## config.mk

```make
export PLATFORM = sky130hd
export DESIGN_NAME = tmr16_top
export DESIGN_NICKNAME = d
export VERILOG_FILES = /design/src/rtl/tmr16_pkg.sv /design/src/rtl/tmr16_mode_dec.sv /design/src/rtl/tmr16_edge.sv /design/src/rtl/tmr16_top.sv
export SDC_FILE = /design/constraint.sdc
export NUM_CORES = 1
export LEC_CHECK = 0
export BUFFER_PORTS_ARGS = -buffer_cell sky130_fd_sc_hd__buf_2
export CORE_MARGIN = 2
export CORE_UTILIZATION = 40
export DETAILED_ROUTE_END_ITERATION = 10
export GPL_TIMING_DRIVEN = 0
export HOLD_SLACK_MARGIN = 0.02
export SLEW_MARGIN = 20
export SYNTH_ARGS = -nofsm -noshare
export SYNTH_HDL_FRONTEND = slang
export SYNTH_SLANG_ARGS = --single-unit
export TNS_END_PERCENT = 5
```

## constraint.sdc

```tcl
create_clock -name clk -period 4.3 [get_ports clk]
set_input_delay 0.86 -clock clk [delete_from_list [all_inputs] [get_ports clk]]
set_output_delay 0.86 -clock clk [all_outputs]
set_load 0.01 [all_outputs]
```

## src/rtl/tmr16_pkg.sv

```systemverilog
package tmr16_pkg;

    localparam int CTRL_W = 8;

    localparam logic [2:0] A_CTRL = 3'd0;
    localparam logic [2:0] A_OPT  = 3'd1;
    localparam logic [2:0] A_CNTL = 3'd2;
    localparam logic [2:0] A_CNTH = 3'd3;
    localparam logic [2:0] A_CAPL = 3'd4;
    localparam logic [2:0] A_CAPH = 3'd5;

    typedef enum logic [2:0] {
        M_RELOAD  = 3'd0,
        M_CAPTURE = 3'd1,
        M_UPDOWN  = 3'd2,
        M_BAUD    = 3'd3,
        M_CLKOUT  = 3'd4
    } mode_e;

    typedef struct packed {
        logic tf;
        logic exf;
        logic tx_clk;
        logic rx_clk;
        logic ext_en;
        logic cap_sel;
        logic cnt_sel;
        logic run;
    } ctrl_t;

    typedef struct packed {
        logic [4:0] rsvd;
        logic       irq_en;
        logic       out_en;
        logic       down_en;
    } opt_t;

endpackage

```

## src/rtl/tmr16_mode_dec.sv

```systemverilog
module tmr16_mode_dec
    import tmr16_pkg::*;
(
    input  ctrl_t ctrl,
    input  opt_t  opt,
    output mode_e mode
);
    always_comb begin
        if (ctrl.rx_clk || ctrl.tx_clk) begin
            mode = M_BAUD;
        end else if (opt.out_en) begin
            mode = M_CLKOUT;
        end else if (ctrl.cap_sel) begin
            mode = M_CAPTURE;
        end else if (opt.down_en) begin
            mode = M_UPDOWN;
        end else begin
            mode = M_RELOAD;
        end
    end
endmodule

```

## src/rtl/tmr16_edge.sv

```systemverilog
module tmr16_edge (
    input  logic clk,
    input  logic rst_n,
    input  logic pin,
    input  logic clr,
    output logic lvl,
    output logic fall
);
    logic smp_q, smp_d;
    logic prv_q, prv_d;

    always_comb begin
        smp_d = pin;
        prv_d = clr ? 1'b0 : smp_q;
    end

    always_ff @(posedge clk) begin
        if (!rst_n) begin
            smp_q <= 1'b0;
            prv_q <= 1'b0;
        end else begin
            smp_q <= smp_d;
            prv_q <= prv_d;
        end
    end

    assign lvl  = smp_q;
    assign fall = prv_q & ~smp_q & ~clr;
endmodule

```

## src/rtl/tmr16_top.sv

```systemverilog
module tmr16_top
    import tmr16_pkg::*;
#(
    parameter int DW = 8
) (
    input  logic          clk,
    input  logic          rst_n,
    input  logic          tick,
    input  logic          reg_wr,
    input  logic [2:0]    reg_addr,
    input  logic [DW-1:0] reg_wdata,
    output logic [DW-1:0] reg_rdata,
    input  logic          cnt_pin,
    input  logic          trig_pin,
    output logic          irq,
    output logic          baud_pulse,
    output logic          clk_out
);
    localparam int CW     = 2 * DW;
    localparam int NPIN   = 2;
    localparam int P_TRIG = 0;
    localparam int P_CNT  = 1;

    typedef struct packed {
        ctrl_t         ctrl;
        opt_t          opt;
        logic [CW-1:0] cnt;
        logic [CW-1:0] cap;
        logic          clk_o;
        logic          baud;
    } st_t;

    st_t   st_q, st_d;
    ctrl_t ctrl_w;
    opt_t  opt_w;
    mode_e mode_cur, mode_nx;
    logic  mode_chg;

    logic [NPIN-1:0] pin_v, lvl_v, fall_v;

    // configuration bytes as they will be after this cycle's write
    always_comb begin
        ctrl_w = st_q.ctrl;
        opt_w  = st_q.opt;
        if (reg_wr && reg_addr == A_CTRL) ctrl_w = ctrl_t'(reg_wdata[CTRL_W-1:0]);
        if (reg_wr && reg_addr == A_OPT)  opt_w  = opt_t'(reg_wdata[CTRL_W-1:0]);
    end

    tmr16_mode_dec u_dec_cur (.ctrl(st_q.ctrl), .opt(st_q.opt), .mode(mode_cur));
    tmr16_mode_dec u_dec_nx  (.ctrl(ctrl_w),    .opt(opt_w),    .mode(mode_nx));

    assign mode_chg = (mode_nx != mode_cur);

    assign pin_v[P_TRIG] = trig_pin;
    assign pin_v[P_CNT]  = cnt_pin;

    for (genvar gi = 0; gi < NPIN; gi++) begin : g_pin
        tmr16_edge u_edge (
            .clk  (clk),
            .rst_n(rst_n),
            .pin  (pin_v[gi]),
            .clr  (mode_chg),
            .lvl  (lvl_v[gi]),
            .fall (fall_v[gi])
        );
    end

    logic step, trg, at_top;

    always_comb begin
        st_d      = st_q;
        st_d.ctrl = ctrl_w;
        st_d.opt  = opt_w;
        st_d.baud = 1'b0;

        step   = st_q.ctrl.run & (st_q.ctrl.cnt_sel ? fall_v[P_CNT] : tick);
        trg    = st_q.ctrl.ext_en & fall_v[P_TRIG];
        at_top = (st_q.cnt == {CW{1'b1}});

        unique case (mode_cur)
            M_CAPTURE: begin
                if (trg) begin
                    st_d.cap      = st_q.cnt;
                    st_d.ctrl.exf = 1'b1;
                end
                if (step) begin
                    st_d.cnt = st_q.cnt + 1'b1;
                    if (at_top) st_d.ctrl.tf = 1'b1;
                end
            end
            M_RELOAD: begin
                if (trg) begin
                    st_d.cnt      = st_q.cap;
                    st_d.ctrl.exf = 1'b1;
                end else if (step) begin
                    if (at_top) begin
                        st_d.cnt     = st_q.cap;
                        st_d.ctrl.tf = 1'b1;
                    end else begin
                        st_d.cnt = st_q.cnt + 1'b1;
                    end
                end
            end
            M_UPDOWN: begin
                if (step) begin
                    if (lvl_v[P_TRIG]) begin
                        if (at_top) begin
                            st_d.cnt      = st_q.cap;
                            st_d.ctrl.tf  = 1'b1;
                            st_d.ctrl.exf = ~st_d.ctrl.exf;
                        end else begin
                            st_d.cnt = st_q.cnt + 1'b1;
                        end
                    end else begin
                        if (st_q.cnt <= st_q.cap) begin
                            st_d.cnt      = {CW{1'b1}};
                            st_d.ctrl.tf  = 1'b1;
                            st_d.ctrl.exf = ~st_d.ctrl.exf;
                        end else begin
                            st_d.cnt = st_q.cnt - 1'b1;
                        end
                    end
                end
            end
            M_BAUD: begin
                if (trg) st_d.ctrl.exf = 1'b1;
                if (step) begin
                    if (at_top) begin
                        st_d.cnt  = st_q.cap;
                        st_d.baud = 1'b1;
                    end else begin
                        st_d.cnt = st_q.cnt + 1'b1;
                    end
                end
            end
            M_CLKOUT: begin
                if (trg) st_d.ctrl.exf = 1'b1;
                if (step) begin
                    if (at_top) begin
                        st_d.cnt   = st_q.cap;
                        st_d.clk_o = ~st_q.clk_o;
                    end else begin
                        st_d.cnt = st_q.cnt + 1'b1;
                    end
                end
            end
            default: ;
        endcase

        // software writes to data registers take precedence
        if (reg_wr) begin
            unique case (reg_addr)
                A_CNTL:  st_d.cnt[DW-1:0]  = reg_wdata;
                A_CNTH:  st_d.cnt[CW-1:DW] = reg_wdata;
                A_CAPL:  st_d.cap[DW-1:0]  = reg_wdata;
                A_CAPH:  st_d.cap[CW-1:DW] = reg_wdata;
                default: ;
            endcase
        end
    end

    always_ff @(posedge clk) begin
        if (!rst_n) begin
            st_q <= '0;
        end else begin
            st_q <= st_d;
        end
    end

    always_comb begin
        unique case (reg_addr)
            A_CTRL:  reg_rdata = DW'(st_q.ctrl);
            A_OPT:   reg_rdata = DW'(st_q.opt);
            A_CNTL:  reg_rdata = st_q.cnt[DW-1:0];
            A_CNTH:  reg_rdata = st_q.cnt[CW-1:DW];
            A_CAPL:  reg_rdata = st_q.cap[DW-1:0];
            A_CAPH:  reg_rdata = st_q.cap[CW-1:DW];
            default: reg_rdata = '0;
        endcase
    end

    assign irq        = st_q.opt.irq_en &
                        (st_q.ctrl.tf | (st_q.ctrl.exf & (mode_cur != M_UPDOWN)));
    assign baud_pulse = st_q.baud;
    assign clk_out    = st_q.clk_o;

    // observation points for the bound checker
    logic [CW-1:0] cnt_now;
    logic          tf_now;
    logic          run_now;
    assign cnt_now = st_q.cnt;
    assign tf_now  = st_q.ctrl.tf;
    assign run_now = st_q.ctrl.run;

endmodule

```

# After elaboration in Yosys (flattened, before gate mapping)
# Index checks and enable logic that the tools add are counted.
# word_totals
word_cells,99
register_bits,54
out_inout_bits,11
input_bits,17
# classes
n_addsub,2
n_lt_le_gt_ge,1
muxes,38
bitwise,15
eq_ne,12
n_reduce_logical,11
# ops
operator,count
16-bit 2-to-1 mux,9
16-bit one-hot mux with 4 select lines,1
8-bit one-hot mux with 6 select lines,1
8-bit 2-to-1 mux,5
32-bit 2-to-1 mux,1
3-bit 2-to-1 mux,6
"16-bit by 1-bit adder with 16-bit output, second input constant",1
"16-bit equality test, second input constant",1
16-bit less-or-equal comparator,1
"16-bit by 1-bit subtractor with 16-bit output, second input constant",1
2-bit 2-to-1 mux,7
"3-bit by 2-bit equality test with 1-bit output, second input constant",4
"3-bit equality test, second input constant",3
1-bit bitwise AND,8
"3-bit by 1-bit equality test with 1-bit output, second input constant",2
3-bit zero test,2
1-bit 2-to-1 mux,6
1-bit inverter,6
3-bit AND reduction,2
2-bit OR reduction,2
4-bit OR reduction,1
"3-bit by 2-bit inequality test with 1-bit output, second input constant",1
3-bit inequality test,1
1-bit one-hot mux with 3 select lines,1
4 further kinds,6

# Longest topological paths before layout
# Gate-level depths: netlist of run 1.
# logic_depth
word_depth,17
depth_mapped,12
ltp_nobuf,10

# Cells and area by module
# Synthesis of run 1 repeated with hierarchy kept, for this count alone.
# unflattened
hier_cells,755
area_unflattened_um2,5614.1
# modules_own_cells
module,seq_area_each_um2,cells_per_inst,n_inst,area_each_um2
tmr16_top,1001.0,733,1,5398.9
tmr16_edge,40.0,5,2,67.6
tmr16_mode_dec,0.0,6,2,40.0

# Worst setup path before layout of run 1
# OpenSTA, ideal clock, no wires.
# synth_timing
kind,input-to-reg
start,in reg_addr[2]
end,"reg st_q, in the netlist cnt_now[12]"
arrival_time_ns,3.397
cell_stages,11
n_path_buf,3
slack_ns,0.833
required_ns,4.230
setup_time_ns,0.070
path_cell_list,or4b_1 buf_2 mux2_4 or3_1 and4_1 buf_6 a21o_1 buf_6 a221o_1 o211a_1 a21oi_1
# synth_via
elab_chain_len,17
word_cells_on_any_way,26
classes_between,eq/ne (3); mux (14); bitwise (5); reduce/logical (4)
# synth_lines
element,line_no,text
start: declaration,tmr16_top.sv:10,"input logic [2:0] reg_addr,"
3-bit by 1-bit equality test with 1-bit output,tmr16_top.sv:46,if (reg_wr && reg_addr == A_OPT) opt_w = opt_t'(reg_wdata[CTRL_W-1:0]);
1-bit logical AND,tmr16_top.sv:46,
2-bit 2-to-1 mux,tmr16_top.sv:46,
2-bit 2-to-1 mux,tmr16_mode_dec.sv:15,end else if (opt.down_en) begin
3-bit 2-to-1 mux,tmr16_mode_dec.sv:13,end else if (ctrl.cap_sel) begin
3-bit 2-to-1 mux,tmr16_mode_dec.sv:11,end else if (opt.out_en) begin
3-bit 2-to-1 mux,tmr16_mode_dec.sv:9,if (ctrl.rx_clk || ctrl.tx_clk) begin
3-bit inequality test,tmr16_top.sv:52,assign mode_chg = (mode_nx != mode_cur);
1-bit inverter,tmr16_edge.sv:28,assign fall = prv_q & ~smp_q & ~clr;
1-bit bitwise AND,tmr16_edge.sv:28,
1-bit 2-to-1 mux,tmr16_top.sv:76,step = st_q.ctrl.run & (st_q.ctrl.cnt_sel ? fall_v[P_CNT] : tick);
1-bit bitwise AND,tmr16_top.sv:76,
16-bit 2-to-1 mux,tmr16_top.sv:127,if (step) begin
16-bit 2-to-1 mux,tmr16_top.sv:92,if (trg) begin
16-bit one-hot mux with 4 select lines,tmr16_top.sv:80,unique case (mode_cur)
8-bit 2-to-1 mux,tmr16_top.sv:152,unique case (reg_addr)
32-bit 2-to-1 mux (*),tmr16_top.sv:151,if (reg_wr) begin
end signal: assignment,tmr16_top.sv:166,st_q <= st_d;
end: declaration,tmr16_top.sv:33,"st_t st_q, st_d;"
# Every way passes the cells marked *; elsewhere a longest branch is shown, timed or not.
# A chain may end at the register's enable or synchronous reset.

# Worst setup path after layout of run 1
# layout_timing
start,in reg_wr
end,"reg st_q, in the netlist cnt_now[11]"
# layout_via
elab_chain_len,16
word_cells_on_any_way,23
classes_between,eq/ne (1); mux (14); bitwise (5); reduce/logical (3)
# layout_lines
element,line_no,text
start: declaration,tmr16_top.sv:9,"input logic reg_wr,"
1-bit logical AND,tmr16_top.sv:46,
2-bit 2-to-1 mux,tmr16_top.sv:46,
2-bit 2-to-1 mux,tmr16_mode_dec.sv:15,
3-bit 2-to-1 mux,tmr16_mode_dec.sv:13,
3-bit 2-to-1 mux,tmr16_mode_dec.sv:11,
3-bit 2-to-1 mux,tmr16_mode_dec.sv:9,
3-bit inequality test,tmr16_top.sv:52,
1-bit inverter,tmr16_edge.sv:28,
1-bit bitwise AND,tmr16_edge.sv:28,
1-bit 2-to-1 mux,tmr16_top.sv:76,
1-bit bitwise AND,tmr16_top.sv:76,
16-bit 2-to-1 mux,tmr16_top.sv:127,
16-bit 2-to-1 mux,tmr16_top.sv:92,
16-bit one-hot mux with 4 select lines,tmr16_top.sv:80,
8-bit 2-to-1 mux,tmr16_top.sv:152,
32-bit 2-to-1 mux (*),tmr16_top.sv:151,
# Marks and branches as above.

==> out/results.txt, run 1 <==
Run status = finished clean
Sequential share of power = 38.0%
Cell count after placement = 830
Final period util = 96.1%
Fraction of final layout cells sized beyond drive strength 1 = 8.63%
Total number of clock tree sinks = 54
Final worst path period need = 4.13 ns
Initial core utilization = 41.4%
Post-Syn Area = 4780 um2
Utilization after layout = 45.8%
Post-route non-filler standard cell count = 838
Post-synth top area share = 22.6%
Setup Crit Path Kind = primary input to flop
Area used by multi-input combinational logic = 3390 um2
Number of primary I/O pins = 28
Max Clk Rate = 0.242 GHz
Most frequently used flop master after synthesis = dfxtp_1
Average cell area after synthesis = 7.25 um2
Leading post-synthesis cells by cell area = dfxtp_1 (23%), mux2i_1 (6.9%), a21oi_1 (6.1%), nand2_1 (5.0%), ha_1 (4.7%)
Number of maximum-capacitance constraint violations = 0
Instance count of the mapped netlist = 660
Sort of element at the end of the critical path = flop
Max-slew headroom = 39.0%
Fin nets = 729
DR pass1 iterations = 5
Remaining global-route overflow = 0
DRC violations left = 0
Drt wl/cell = 25.4 um
Transition at the pin with the smallest max-transition slack = 0.915 ns
Switching power summed over all nets = 503 uW
Total of flip-flops plus latches after synthesis = 54
Vias = 5564
Most common cell on crit path = clkbuf_1
Via-per-instance ratio = 6.64
Die W = 113 um
Core region area = 11600 um2
Weighted congestion reported at the end of routability-driven placement = 1.08
Cell taking the most area after synthesis = dfxtp_1
Total wirelength of the detailed-routed design = 21.3 mm
Internal power = 920 uW
Stage delay of the slowest cell on the critical path = 0.60 ns
Die area = 12900 um2
Clock network fraction of design power = 36.2%
Sum of internal, switching and leakage power = 1.42 mW
Critical path data arrival time = 4.38 ns
Fillers = 1198
Setup TNS = 0 ns
Global-route wire length before repair = 32.2 mm
Number of synthesized flops with an enable pin = 0
CP Launch Type = primary input
Die span in y = 113 um
Latest clock arrival within the worst-skew pair = 0.31 ns
Max Root-Sink Buffers = 2
Via count of the first global-routing pass = 5362
Number of failing setup endpoints in the final timing report = 0
Sw Share = 35.4%
Required time at the endpoint of the critical path = 4.54 ns
Root buf cell = clkbuf_16
Number of buffers added by the clock tree synthesis step = 5
Yosys synthesis warning count = 0
Post-CTS setup buffer count = 0
Start point of the critical path = reg_wr
Fraction of registers with async set or reset after synthesis = 0%
Std cell rows = 39
Pwr dens = 269 nW/um2
Hold crit path type = flop to flop
Total count of hold-check failures in the final report = 0
Reg-to-reg startpoint = cnt_now[1]
Post-place instance area = 5110 um2
Fraction of the yosys area taken by sequential cells = 22.6%
HPWL after DPL = 15.4 mm
Top fanout value on the critical path = 10
Combined flip-flop and latch cell area = 1080 um2
Clock tree from TritonCTS = done
Number of nets with antenna violations after detailed routing = 0
Total global routing track utilization = 33.4%
Reg clk slew, reported paths = 0.08 ns
Final number of max-transition violations = 0
Maximum vdd drop = 0.175 mV
DRC violation total after the first TritonRoute iteration = 567
Synthesis-to-finish area growth = 10.7%
Standard cell with the maximum stage delay on the critical path = nor3_2
Final instance area = 5300 um2
Maximum number of pins on one net before global-route repair = 19
Count of distinct cell types in the synthesized netlist = 67
Cells traversed along the worst timing path = buf_2, nor4bb_1, clkbuf_1, mux2_2, o211ai_1, nand4_1, nor3_2, clkbuf_1, a21oi_1, o211a_1, o21ai_1
Antenna diodes = 0
H-tree depth = 2
Setup Skew = 0.00462 ns
P_leak = 1.85 nW
RSZ-0062 raised after global routing = no
Combinational share of power = 25.8%
Startpoint of the most critical hold path = st_q[40]
Net Count, Synth = 695
Initial antenna violation count = 0
I/O Buffers = 26
-- sequential cells by signal, summed over array words and instances, names as in the netlist --
signal	flops
baud_pulse	1
cnt_now	16
g_pin.u_edge.lvl	2
st_q	30
clk_out	1
g_pin.u_edge.prv_q	2
run_now	1
tf_now	1
-- per-stage QoR --
step	hold slack [ns]	setup WS, ns
global route	0.479	0.000834
CTS	0.458	0.0292
detailed placement	0.447	-0.263
global placement	0.441	-0.254
finish	0.458	0.168
floorplan	0.433	0.833
-- layout make-up --
cell class              instances  area share, %
plain buffers                  55           4.37
clock buffers                   5           2.36
clock inverters                 3          0.921
inverters                      27           1.91
multi-input cells             524           64.0
flip-flops and latches         54           20.4
well taps                     143           3.38
repair buffers                 27           2.60
-- power by group through the flow --
stage	combinational [mW]	sequential, mW	clock (mW)
floorplan	0.236	0.539	0
global placement	0.348	0.551	0
detailed placement	0.348	0.551	0
CTS	0.349	0.539	0.513
global route	0.392	0.542	0.528
finish	0.367	0.541	0.515
-- synthesized netlist by cell type, types with 7 or more instances --
library cell	instances
a221oi_1	10
a31oi_1	15
nand3_1	25
o21ai_0	42
nand2_1	64
and3_1	7
xor2_1	9
nor3_1	16
a21oi_1	58
nor2_1	56
a211oi_1	20
nor4_1	7
o22ai_1	7
xnor2_1	13
nand4_1	13
dfxtp_1	54
and2_1	7
clkbuf_1	44
o2bb2ai_1	7
ha_1	18
o211ai_1	8
mux2i_1	33
inv_1	26
or3_1	7
-- what timing repair did --
item / 4_1_cts / 5_1_grt
endpoints found under the setup margin: 0 / 13
hold buffers: 0 / 0
resized for setup: 0 / 2
-- metal layers --
| layer | routed length, um | vias to the layer above | GRT usage (%) |
|---|---|---|---|
| li1 | - | 2533 | - |
| met1 | 8590 | 2567 | 44.1 |
| met2 | 9200 | 383 | 52.0 |
| met3 | 2270 | 81 | 6.11 |
| met4 | 1200 | 0 | 17.6 |
| met5 | 0 | - | 0 |
-- placed cells by master, fill, tap and decap left out, types with 3 or more instances in the layout --
cell	Yosys	routed
a2111oi_0	3	3
a211oi_1	20	20
a21o_1	4	4
a21oi_1	58	58
a221o_1	6	6
a221oi_1	10	10
a22o_1	3	3
a31oi_1	15	14
and2_1	7	7
and3_1	7	7
buf_1	3	3
buf_2	5	31
clkbuf_1	44	44
clkbuf_16	0	5
dfxtp_1	54	54
ha_1	18	18
inv_1	26	26
mux2_2	3	3
mux2i_1	33	33
nand2_1	64	64
nand2b_1	4	4
nand3_1	25	25
nand4_1	13	13
nor2_1	56	56
nor2b_1	6	6
nor3_1	16	15
nor4_1	7	6
o211ai_1	8	8
o21a_1	4	4
o21ai_0	42	42
o221ai_1	5	5
o22ai_1	7	7
o2bb2ai_1	7	7
or3_1	7	7
or4_1	6	6
xnor2_1	13	13
xor2_1	9	9
-- worst paths after layout --
check | to | slack, ns | cells past startpoint
setup / recovery | cnt_now[11] | 0.17 | 11
hold / removal | st_q[40] | 0.46 | 2
setup reg to reg | cnt_now[0] | 0.18 | 10
hold reg to reg | st_q[40] | 0.46 | 2
-- worst max-delay path: cells and delay by family --
family	cells	cell delay (ns)
compound gates	4	0.63
buf+inv	3	1.18
simple gates	3	1.28
mux	1	0.41
-- kinds of logic after synthesis --
family | count (synthesis) | share of synthesized area, %
AO/OA/AOI/OAI | 219 | 30.3
buffers and inverters | 82 | 6.96
XOR/XNOR | 22 | 4.03
adder cells (fa/ha/maj) | 18 | 4.71
AND/OR/NAND/NOR | 227 | 23.1
multiplexers | 38 | 8.39
flip-flops | 54 | 22.6
Note: power is estimated with default switching activity, not from simulation.
==> run 2: changes to the inputs <==
--- a/config.mk
+++ b/config.mk
@@ -11,6 +11,7 @@
 export DETAILED_ROUTE_END_ITERATION = 10
 export GPL_TIMING_DRIVEN = 0
 export HOLD_SLACK_MARGIN = 0.02
+export RECOVER_POWER = 50
 export SLEW_MARGIN = 20
 export SYNTH_ARGS = -nofsm -noshare
 export SYNTH_HDL_FRONTEND = slang
==> run 2 against run 1 <==
Compared with the run above: global-route usage did not move; sequential power barely moved; first-iteration DRC count rose by 9.7%; clock power fell by 1%.
==> out/results.txt, run 2 (same netlist as run 1, synthesis figures left out) <==
Run status = finished clean
Final period util = 96.9% (+0.80 points)
Antenna diodes = 0 (unchanged)
Transition at the pin with the smallest max-transition slack = 0.901 ns (-0.0139 ns)
Vias = 5577 (+0.23%)
Area used by multi-input combinational logic = 3390 um2 (-0.15%)
Max Root-Sink Buffers = 2 (unchanged)
Clock tree from TritonCTS = done
Max-slew headroom = 39.8% (+0.77 points)
Max Clk Rate = 0.240 GHz (-0.83%)
Reg-to-reg startpoint = cnt_now[1]
Via count of the first global-routing pass = 5362 (unchanged)
Number of maximum-capacitance constraint violations = 0 (unchanged)
H-tree depth = 2 (unchanged)
Sequential share of power = 38.2% (+0.2 points)
Die area = 12900 um2 (unchanged)
Top fanout value on the critical path = 10 (unchanged)
Remaining global-route overflow = 0 (unchanged)
Required time at the endpoint of the critical path = 4.54 ns (about the same)
Global-route wire length before repair = 32.2 mm (unchanged)
Maximum vdd drop = 0.173 mV (-1.1%)
Switching power summed over all nets = 497 uW (-1.1%)
Latest clock arrival within the worst-skew pair = 0.31 ns (about the same)
Fillers = 1199 (+0.083%)
Number of failing setup endpoints in the final timing report = 0 (unchanged)
Final worst path period need = 4.17 ns (+0.0345 ns)
Startpoint of the most critical hold path = st_q[40]
Total count of hold-check failures in the final report = 0 (unchanged)
Utilization after layout = 45.7% (-0.13 points)
Most frequent cells in the layout = nand2_1 (65), a21oi_1 (58), nor2_1 (57)
Internal power = 919 uW (-0.11%)
Critical path data arrival time = 4.41 ns (+0.03 ns)
DRC violation total after the first TritonRoute iteration = 622 (+9.7%)
Setup Skew = 0.00550 ns (+0.000883 ns)
Clock network fraction of design power = 36.0% (-0.2 points)
Initial antenna violation count = 0 (unchanged)
HPWL after DPL = 15.4 mm (unchanged)
Minimum hold slack = 0.456 ns (-0.00164 ns)
Post-CTS setup buffer count = 0 (unchanged)
CP Launch Type = primary input
P_leak = 1.82 nW (-1.8%)
Die W = 113 um (unchanged)
Fin nets = 729 (unchanged)
Initial core utilization = 41.4% (unchanged)
Number of primary I/O pins = 28 (unchanged)
Total wirelength of the detailed-routed design = 21.2 mm (about the same)
Sort of element at the end of the critical path = flop
Weighted congestion reported at the end of routability-driven placement = 1.08 (unchanged)
Std cell rows = 39 (unchanged)
Core region area = 11600 um2 (unchanged)
Total global routing track utilization = 33.4% (unchanged)
Total number of clock tree sinks = 54 (unchanged)
Pwr dens = 268 nW/um2 (-0.18%)
Setup Crit Path Kind = primary input to flop
Register ranked first by flip-flop count = st_q
Die span in y = 113 um (unchanged)
Final number of max-transition violations = 0 (unchanged)
Number of buffers added by the clock tree synthesis step = 5 (unchanged)
DR pass1 iterations = 6 (+1)
Wl on met1 = 8.50 mm (-0.99%)
Highest metal layer with signal wires = met4
Hold crit path type = flop to flop
Flip-flop count of the largest register after layout = 30 (unchanged)
DRC violations left = 0 (unchanged)
Leading cell type in the layout, fill and taps excluded = nand2_1
Number of nets with antenna violations after detailed routing = 0 (unchanged)
Maximum number of pins on one net before global-route repair = 19 (unchanged)
I/O Buffers = 26 (unchanged)
Routed wire length on met2 = 9.22 mm (+0.14%)
Drt wl/cell = 25.4 um (about the same)
Via-per-instance ratio = 6.66 (+0.23%)
Total met3 wirelength after detailed routing = 2.41 mm (+6.0%)
Reg2reg setup slack = 0.18 ns (about the same)
Sum of internal, switching and leakage power = 1.42 mW (-0.46%)
Combined flip-flop and latch cell area = 1080 um2 (unchanged)
Root buf cell = clkbuf_16
Combinational share of power = 25.8% (about the same)
Reg clk slew, reported paths = 0.08 ns (about the same)
Synthesis-to-finish area growth = 10.4%
Sw Share = 35.1% (-0.23 points)
Start point of the critical path = reg_wr
Fraction of final layout cells sized beyond drive strength 1 = 7.05% (-1.6 points)
run 2: critical path, cell delays in order:
cell and delay [ns]:
buf_2 0.16, nor4bb_1 0.31, clkbuf_1 0.43, mux2_1 0.40, o211ai_1 0.22, nand4_1 0.38, nor3_2 0.61, clkbuf_1 0.60
a21oi_1 0.18, o211a_1 0.14, o21ai_1 0.12
run 2: worst paths after layout:
path                            depth (start not counted)           to
worst min-delay path                                    2     st_q[40]
worst max register to register                         10   cnt_now[0]
worst max-delay path                                   11  cnt_now[11]
worst min register to register                          2     st_q[40]
run 2: power by group through the flow:
stage               Clock [mW]  Sequential (mW)  Combinational, mW
CTS                      0.513            0.539              0.349
detailed placement           0            0.551              0.348
floorplan                    0            0.539              0.236
finish                   0.510            0.541              0.365
global placement             0            0.551              0.348
global route             0.528            0.542              0.391
run 2: layout make-up:
cell class	count	area share [%]
multi-input combinational	524	64.1
sequential	54	20.5
buffer	55	4.38
tap	143	3.39
timing repair buffer	27	2.42
clock buffer	5	2.37
inverter	27	1.92
clock inverter	3	0.924
run 2: per-stage QoR:
stage	instance area, um2	setup WS [ns]	TNS [ns]	cells
after floorplan	4780	0.833	0	660
after global placement	5090	-0.254	-2.08	829
after detailed placement	5110	-0.263	-2.50	830
after CTS	5280	0.0292	0	838
after global routing	5280	-0.00145	-0.00145	838
final	5280	0.133	0	838
run 2: per-layer routing:
metal,GRT usage [%],vias to the layer above
li1,-,2532
met1,44.1,2581
met2,52.0,390
met3,6.11,74
met4,17.6,0
met5,0,-
run 2: timing repair:
action,4_1_cts,5_1_grt
resized for setup,0,2
endpoints found under the setup margin,0,13
hold buffers,0,0
